### config.mk
export PLATFORM = sky130hd
export DESIGN_NAME = evts_capture_top
export DESIGN_NICKNAME = d
export VERILOG_FILES = /design/src/rtl/evts_pkg.sv /design/src/rtl/evts_pin_sync.sv /design/src/rtl/evts_channel.sv /design/src/rtl/evts_capture_top.sv
export SDC_FILE = /design/constraint.sdc
export NUM_CORES = 1
export LEC_CHECK = 0
export BUFFER_PORTS_ARGS = -buffer_cell sky130_fd_sc_hd__buf_2
export CORE_UTILIZATION = 54
export CTS_CLUSTER_DIAMETER = 60
export CTS_CLUSTER_SIZE = 12
export DETAILED_ROUTE_END_ITERATION = 12
export HOLD_SLACK_MARGIN = 0.08
export PLACE_DENSITY = 0.72
export SKIP_LAST_GASP = 1
export SYNTH_ARGS = -nofsm -noshare
export SYNTH_HDL_FRONTEND = slang
export SYNTH_SLANG_ARGS = --single-unit
### constraint.sdc
create_clock -name clk -period 3.1 [get_ports clk]
set_input_delay 0.93 -clock clk [delete_from_list [all_inputs] [get_ports clk]]
set_output_delay 0.93 -clock clk [all_outputs]
set_load 0.01 [all_outputs]
### src/rtl/evts_pkg.sv
package evts_pkg;

  localparam int CFG_W = 4;

  // channel setup word, bit0 at the bottom
  typedef struct packed {
    logic irq_en;     // bit3
    logic last_mode;  // bit2
    logic pin_en;     // bit1
    logic swo_en;     // bit0
  } ch_cfg_t;

  // edge of the synchronised pin in the selected direction
  function automatic logic edge_hit(input logic cur, input logic prev, input logic rising);
    return rising ? (cur & ~prev) : (~cur & prev);
  endfunction

  // channel sees one of its enabled sources
  function automatic logic chan_trig(input ch_cfg_t c, input logic swo, input logic pin_ev);
    return (c.swo_en & swo) | (c.pin_en & pin_ev);
  endfunction

  // channel accepts the trigger: keep-latest always, keep-first only while flag is clear
  function automatic logic chan_take(input ch_cfg_t c, input logic trig, input logic flag);
    return trig & (c.last_mode | ~flag);
  endfunction

endpackage

### src/rtl/evts_pin_sync.sv
module evts_pin_sync (
  input  logic clk,
  input  logic rst_n,
  input  logic pin_i,
  input  logic rising_i,
  output logic edge_o
);
  import evts_pkg::*;

  logic s1_q, s2_q, s3_q;

  always_ff @(posedge clk) begin
    if (!rst_n) begin
      s1_q <= 1'b0;
      s2_q <= 1'b0;
      s3_q <= 1'b0;
    end else begin
      s1_q <= pin_i;
      s2_q <= s1_q;
      s3_q <= s2_q;
    end
  end

  assign edge_o = edge_hit(s2_q, s3_q, rising_i);


  edge_single_cycle_chk: assert property (@(posedge clk) disable iff (!rst_n)
    edge_o |=> !(edge_o && $stable(rising_i)));

endmodule

### src/rtl/evts_channel.sv
module evts_channel #(
  parameter int TIME_W = 32
) (
  input  logic                clk,
  input  logic                rst_n,
  input  evts_pkg::ch_cfg_t   cfg_i,
  input  logic                swo_i,
  input  logic                pin_ev_i,
  input  logic                clr_i,
  input  logic [TIME_W-1:0]   time_i,
  output logic                flag_o,
  output logic [TIME_W-1:0]   stamp_o,
  output logic                irq_o,
  output logic                cap_o
);
  import evts_pkg::*;

  logic              trig;
  logic              flag_q;
  logic [TIME_W-1:0] stamp_q;

  assign trig  = chan_trig(cfg_i, swo_i, pin_ev_i);
  assign cap_o = chan_take(cfg_i, trig, flag_q);

  always_ff @(posedge clk) begin
    if (!rst_n) begin
      flag_q  <= 1'b0;
      stamp_q <= '0;
    end else if (cap_o) begin
      flag_q  <= 1'b1;
      stamp_q <= time_i;
    end else if (clr_i) begin
      flag_q  <= 1'b0;
    end
  end

  assign flag_o  = flag_q;
  assign stamp_o = stamp_q;
  assign irq_o   = flag_q & cfg_i.irq_en;


  cap_sets_flag_chk: assert property (@(posedge clk) disable iff (!rst_n)
    cap_o |=> (flag_q && stamp_q == $past(time_i)));


  first_mode_hold_chk: assert property (@(posedge clk) disable iff (!rst_n)
    (flag_q && !cfg_i.last_mode) |=> ($stable(stamp_q) && flag_q || !flag_q && $past(clr_i)));


  clear_drops_flag_chk: assert property (@(posedge clk) disable iff (!rst_n)
    (clr_i && !cap_o) |=> !flag_q);


  capture_beats_clear_chk: assert property (@(posedge clk) disable iff (!rst_n)
    (clr_i && cap_o) |=> flag_q);

endmodule

### src/rtl/evts_capture_top.sv
module evts_capture_top #(
  parameter int  NCH    = 3,
  parameter int  TIME_W = 32,
  localparam int ADDR_W = $clog2(2 * NCH + 2),
  localparam int WR_W   = (evts_pkg::CFG_W > NCH) ? evts_pkg::CFG_W : NCH
) (
  input  logic              clk,
  input  logic              rst_n,
  input  logic [TIME_W-1:0] time_i,
  input  logic              swo_i,
  input  logic              ts_pin_i,
  input  logic [ADDR_W-1:0] addr_i,
  input  logic              wr_en_i,
  input  logic [WR_W-1:0]   wr_data_i,
  output logic [TIME_W-1:0] rd_data_o,
  output logic              irq_o
);
  import evts_pkg::*;

  localparam int CFG_BASE   = 0;
  localparam int POL_ADDR   = NCH;
  localparam int FLAG_ADDR  = NCH + 1;
  localparam int STAMP_BASE = NCH + 2;

  ch_cfg_t           cfg_q   [NCH];
  logic              rising_q;
  logic              pin_ev;
  logic [NCH-1:0]    clr_vec;
  logic [NCH-1:0]    flags;
  logic [NCH-1:0]    irq_vec;
  logic [NCH-1:0]    cap_vec;
  logic [TIME_W-1:0] stamps  [NCH];

  evts_pin_sync u_sync (
    .clk      (clk),
    .rst_n    (rst_n),
    .pin_i    (ts_pin_i),
    .rising_i (rising_q),
    .edge_o   (pin_ev)
  );

  always_ff @(posedge clk) begin
    if (!rst_n) begin
      rising_q <= 1'b0;
    end else if (wr_en_i && addr_i == ADDR_W'(POL_ADDR)) begin
      rising_q <= wr_data_i[0];
    end
  end

  assign clr_vec = (wr_en_i && addr_i == ADDR_W'(FLAG_ADDR)) ? wr_data_i[NCH-1:0] : '0;

  for (genvar g = 0; g < NCH; g++) begin : g_ch
    always_ff @(posedge clk) begin
      if (!rst_n) begin
        cfg_q[g] <= '0;
      end else if (wr_en_i && addr_i == ADDR_W'(CFG_BASE + g)) begin
        cfg_q[g] <= ch_cfg_t'(wr_data_i[CFG_W-1:0]);
      end
    end

    evts_channel #(.TIME_W(TIME_W)) u_ch (
      .clk      (clk),
      .rst_n    (rst_n),
      .cfg_i    (cfg_q[g]),
      .swo_i    (swo_i),
      .pin_ev_i (pin_ev),
      .clr_i    (clr_vec[g]),
      .time_i   (time_i),
      .flag_o   (flags[g]),
      .stamp_o  (stamps[g]),
      .irq_o    (irq_vec[g]),
      .cap_o    (cap_vec[g])
    );
  end

  assign irq_o = |irq_vec;

  always_comb begin
    rd_data_o = '0;
    if (addr_i == ADDR_W'(POL_ADDR)) rd_data_o[0] = rising_q;
    if (addr_i == ADDR_W'(FLAG_ADDR)) rd_data_o[NCH-1:0] = flags;
    for (int i = 0; i < NCH; i++) begin
      if (addr_i == ADDR_W'(CFG_BASE + i))   rd_data_o[CFG_W-1:0] = cfg_q[i];
      if (addr_i == ADDR_W'(STAMP_BASE + i)) rd_data_o = stamps[i];
    end
  end


  irq_needs_flag_chk: assert property (@(posedge clk) disable iff (!rst_n)
    irq_o |-> (|flags));


  flag_rise_needs_capture_chk: assert property (@(posedge clk) disable iff (!rst_n)
    (|(~$past(flags) & flags)) |-> (|$past(cap_vec)));

endmodule

==> results.yml <==
run_status:
  status: "complete, no violations"
die:
  pin_count: 77
  dieArea_um2: 16400
  core_area_um2: 15370
  die_w_um: 128.0
  fp.dieH_um: 128.0
  initial_core_util: 0.5582
  num_rows: 45
worst_setup_path:
  r2r_end: "g_ch[2].u_ch.stamp_o[24]"
  rr_worst_depth: 5
  critPathTopFamily: "buffers and inverters"
  slowest_stage: "mux2_2"
  regToRegSetupSlack_ns: 0.96
  start_kind: "input pin"
  worst-endpoint-arrival_ns: 2.06
  path_cells: "buf_6 > buf_4 > mux2_2 > a22oi_1 > nor2b_1 > buf_2"
  r2r_start: "g_ch[2].u_ch.flag_o"
  cp_max_fo: 15
  cp_slowest_stage_delay_ns: 0.36
  worst_setup_path_end_kind: "primary output"
  worstPathRequired_ns: 2.17
  crit_type: "in2out"
  cp.buffers_inverters: 3
final_layout:
  post-route-util: 0.6158
  fillers: 1386
  final_area_um2: 9465
  final_cell_mix: "nand2_1, dfxtp_1, nand3_1"
  multi_input_area_um2: 5386
  drive_gt1_frac: 0.1869
  nNetsFinal: 1069
  syn2layout_area_growth_pct: 10.33
  insertedDiodeCount: 0
  seq_area_um2: 2422
  final_cells: 1249
clock_network:
  htreeDepth: 4
  clock_latency_ns: 0.43
  cts_made_buffers: 17
  cts.sinks: 115
  path_clk_slew_ns: 0.05
  cts_buffer_depth: 2
  cts_hold_buf: 0
  cts_tree: "built"
  cts_root_buffer: "clkbuf_16"
synth:
  yosysTopAreaCell: "dfxtp_1"
  synth_area_um2: 8579
  syn_area_per_cell_um2: 8.056
  yosys-top-cells-area: "dfxtp_1, and4b_1, o211ai_1"
  syn_nets: 1109
  syn-instance-count: 1065
  ys_warn_count: 0
  yosysUniqueCellTypes: 40
  ys_seq_area_frac: 0.2823
  ys_ff_latch: 115
  synth_top_cell_area_share: 0.2403
global_routing:
  grt_pass1_wl_um: 40440
  grt-ovfl-total: 0
  antenna_found_initial: 0
  grt_usage: 0.3084
  grt_pass1_vias: 7615
  grt_max_degree: 66
run:
  maxCapViolCount: 0
timing:
  fmax_ghz: 0.3345
  skew_ns: 0.005080
  finalHoldWorstSlack_ns: 0.4501
  layout_min_cycle_time_ns: 2.989
  worst_pin_slew_ns: 1.228
  worst_slack_ns: 0.1107
  timing.final.crit_share: 0.9643
  rsz0062_at_grt: "false"
  slew_headroom: 0.1814
  fin_setup_tns_ns: 0
  setup_violations: 0
  hold_viol_final: 0
  slew_violations: 0
place:
  dpl_cell_area_um2: 8872
  dpl.hpwl_um: 14610
  port_buffers: 76
  place.gp.congestion: 0.7893
  place_ws_ns: -0.07804
  dpl.cell_count: 1217
power_and_ir_drop:
  seqPwrFrac: 0.389
  power.leakage_nw: 3.866
  p_per_area_nw_per_um2: 459.0
  ir_drop_mv: 0.3977
  power_mw: 4.345
  power_switching_mw: 1.233
  switching_share: 0.2838
  pwr-share-comb: 0.155
  p_int_mw: 3.112
  power_frac_clock: 0.455
worst_hold_path:
  min_delay_path_depth: 1
  min_from: "u_sync.s1_q"
  hold_class: "reg2reg"
  min_to: "u_sync.s2_q"
drt:
  drt_iter0_drc: 988
  drt_pass1_iterations: 6
  wl_um: 24830
  drc: 0
  viasPerCell: 6.873
  wl_per_cell_um: 19.88
  vias: 8584
  antenna_left: 0
## sequential cells by signal (all words and copies together) (netlist names)
name / count
u_sync.s3_q: 1
g_ch.u_ch.flag_o: 3
g_ch.u_ch.stamp_o: 96
cfg_q: 12
rising_q: 1
u_sync.s1_q: 1
u_sync.s2_q: 1
## metal layers
layer	track usage	vias up	wire length, um
li1	-	4058	-
met2	0.4834	400	11390
met3	0.05593	29	1900
met5	0	-	0
met1	0.4250	4097	11150
met4	0.1080	0	389
## worst reg2reg max path: cells and delay by family (launching register included)
kind,cells,cell delay [ns]
AND/OR/NAND/NOR,2,0.54
AO/OA/AOI/OAI,1,0.21
buffers and inverters,2,0.71
flip-flops,1,0.56
## synthesized netlist by cell type
master,number
a21oi_1,3
a222oi_1,1
a22oi_1,28
a31o_1,3
a31oi_1,96
and2_1,50
and3_1,1
and4b_1,99
and4bb_1,3
buf_1,40
buf_2,25
buf_4,1
buf_6,12
clkbuf_1,98
clkbuf_2,1
dfxtp_1,103
edfxtp_1,12
inv_1,3
mux2_2,30
mux2i_1,4
mux4_2,3
nand2_1,103
nand2b_1,6
nand3_1,97
nand3b_1,1
nand4b_1,2
nor2_1,2
nor2b_1,30
nor3_1,2
nor3b_1,1
nor4bb_1,2
o211a_1,2
o211ai_1,96
o21ai_0,2
o22a_1,1
o22ai_1,1
o311a_1,3
o31ai_1,1
o41ai_1,1
or4_1,96
## timing repair
item | CTS | global route
resized for setup | 1 | 3
buffers inserted | 0 | 0
hold endpoints to repair | 0 | 0
cloned | 0 | 0
setup endpoints to repair | 28 | 5
pin swaps | 0 | 0
## cell type report
| type | count | share of cell area |
|---|---|---|
| multi-input combinational | 770 | 0.5691 |
| tap | 211 | 0.02789 |
| sequential | 115 | 0.2559 |
| clock buffer | 18 | 0.04534 |
| timing repair buffer | 118 | 0.08539 |
| clock inverter | 14 | 0.01520 |
| inverter | 3 | 0.001190 |
## power by group through the flow
stage | sequential [mW] | clock, mW | combinational [mW]
after detailed placement | 1.72 | 0 | 0.658
after CTS | 1.69 | 1.98 | 0.661
after floorplan | 1.69 | 0 | 0.467
after global routing | 1.70 | 2.04 | 0.732
final | 1.69 | 1.98 | 0.675
after global placement | 1.72 | 0 | 0.650
## worst max-delay path by stage
| stage | from | to | cells after the start |
|---|---|---|---|
| 3_5_place_dp | addr_i[0] | rd_data_o[16] | 6 |
| 4_1_cts | addr_i[0] | rd_data_o[16] | 6 |
| 3_3_place_gp | addr_i[0] | rd_data_o[16] | 6 |
| 5_1_grt | addr_i[0] | rd_data_o[15] | 6 |
| 6_report | addr_i[0] | rd_data_o[15] | 6 |
| 2_1_floorplan | addr_i[0] | rd_data_o[2] | 6 |
## kinds of logic (layout without fill, tap and decap cells)
group | Yosys count | count (layout) | share of synthesized area
buffers and inverters | 180 | 153 | 0.09348
and+or+nand+nor | 495 | 495 | 0.3771
DFF | 115 | 115 | 0.2823
AOI/OAI and AO/OA | 238 | 238 | 0.1951
muxes | 37 | 37 | 0.05192
(Power assumes the default switching activity.)
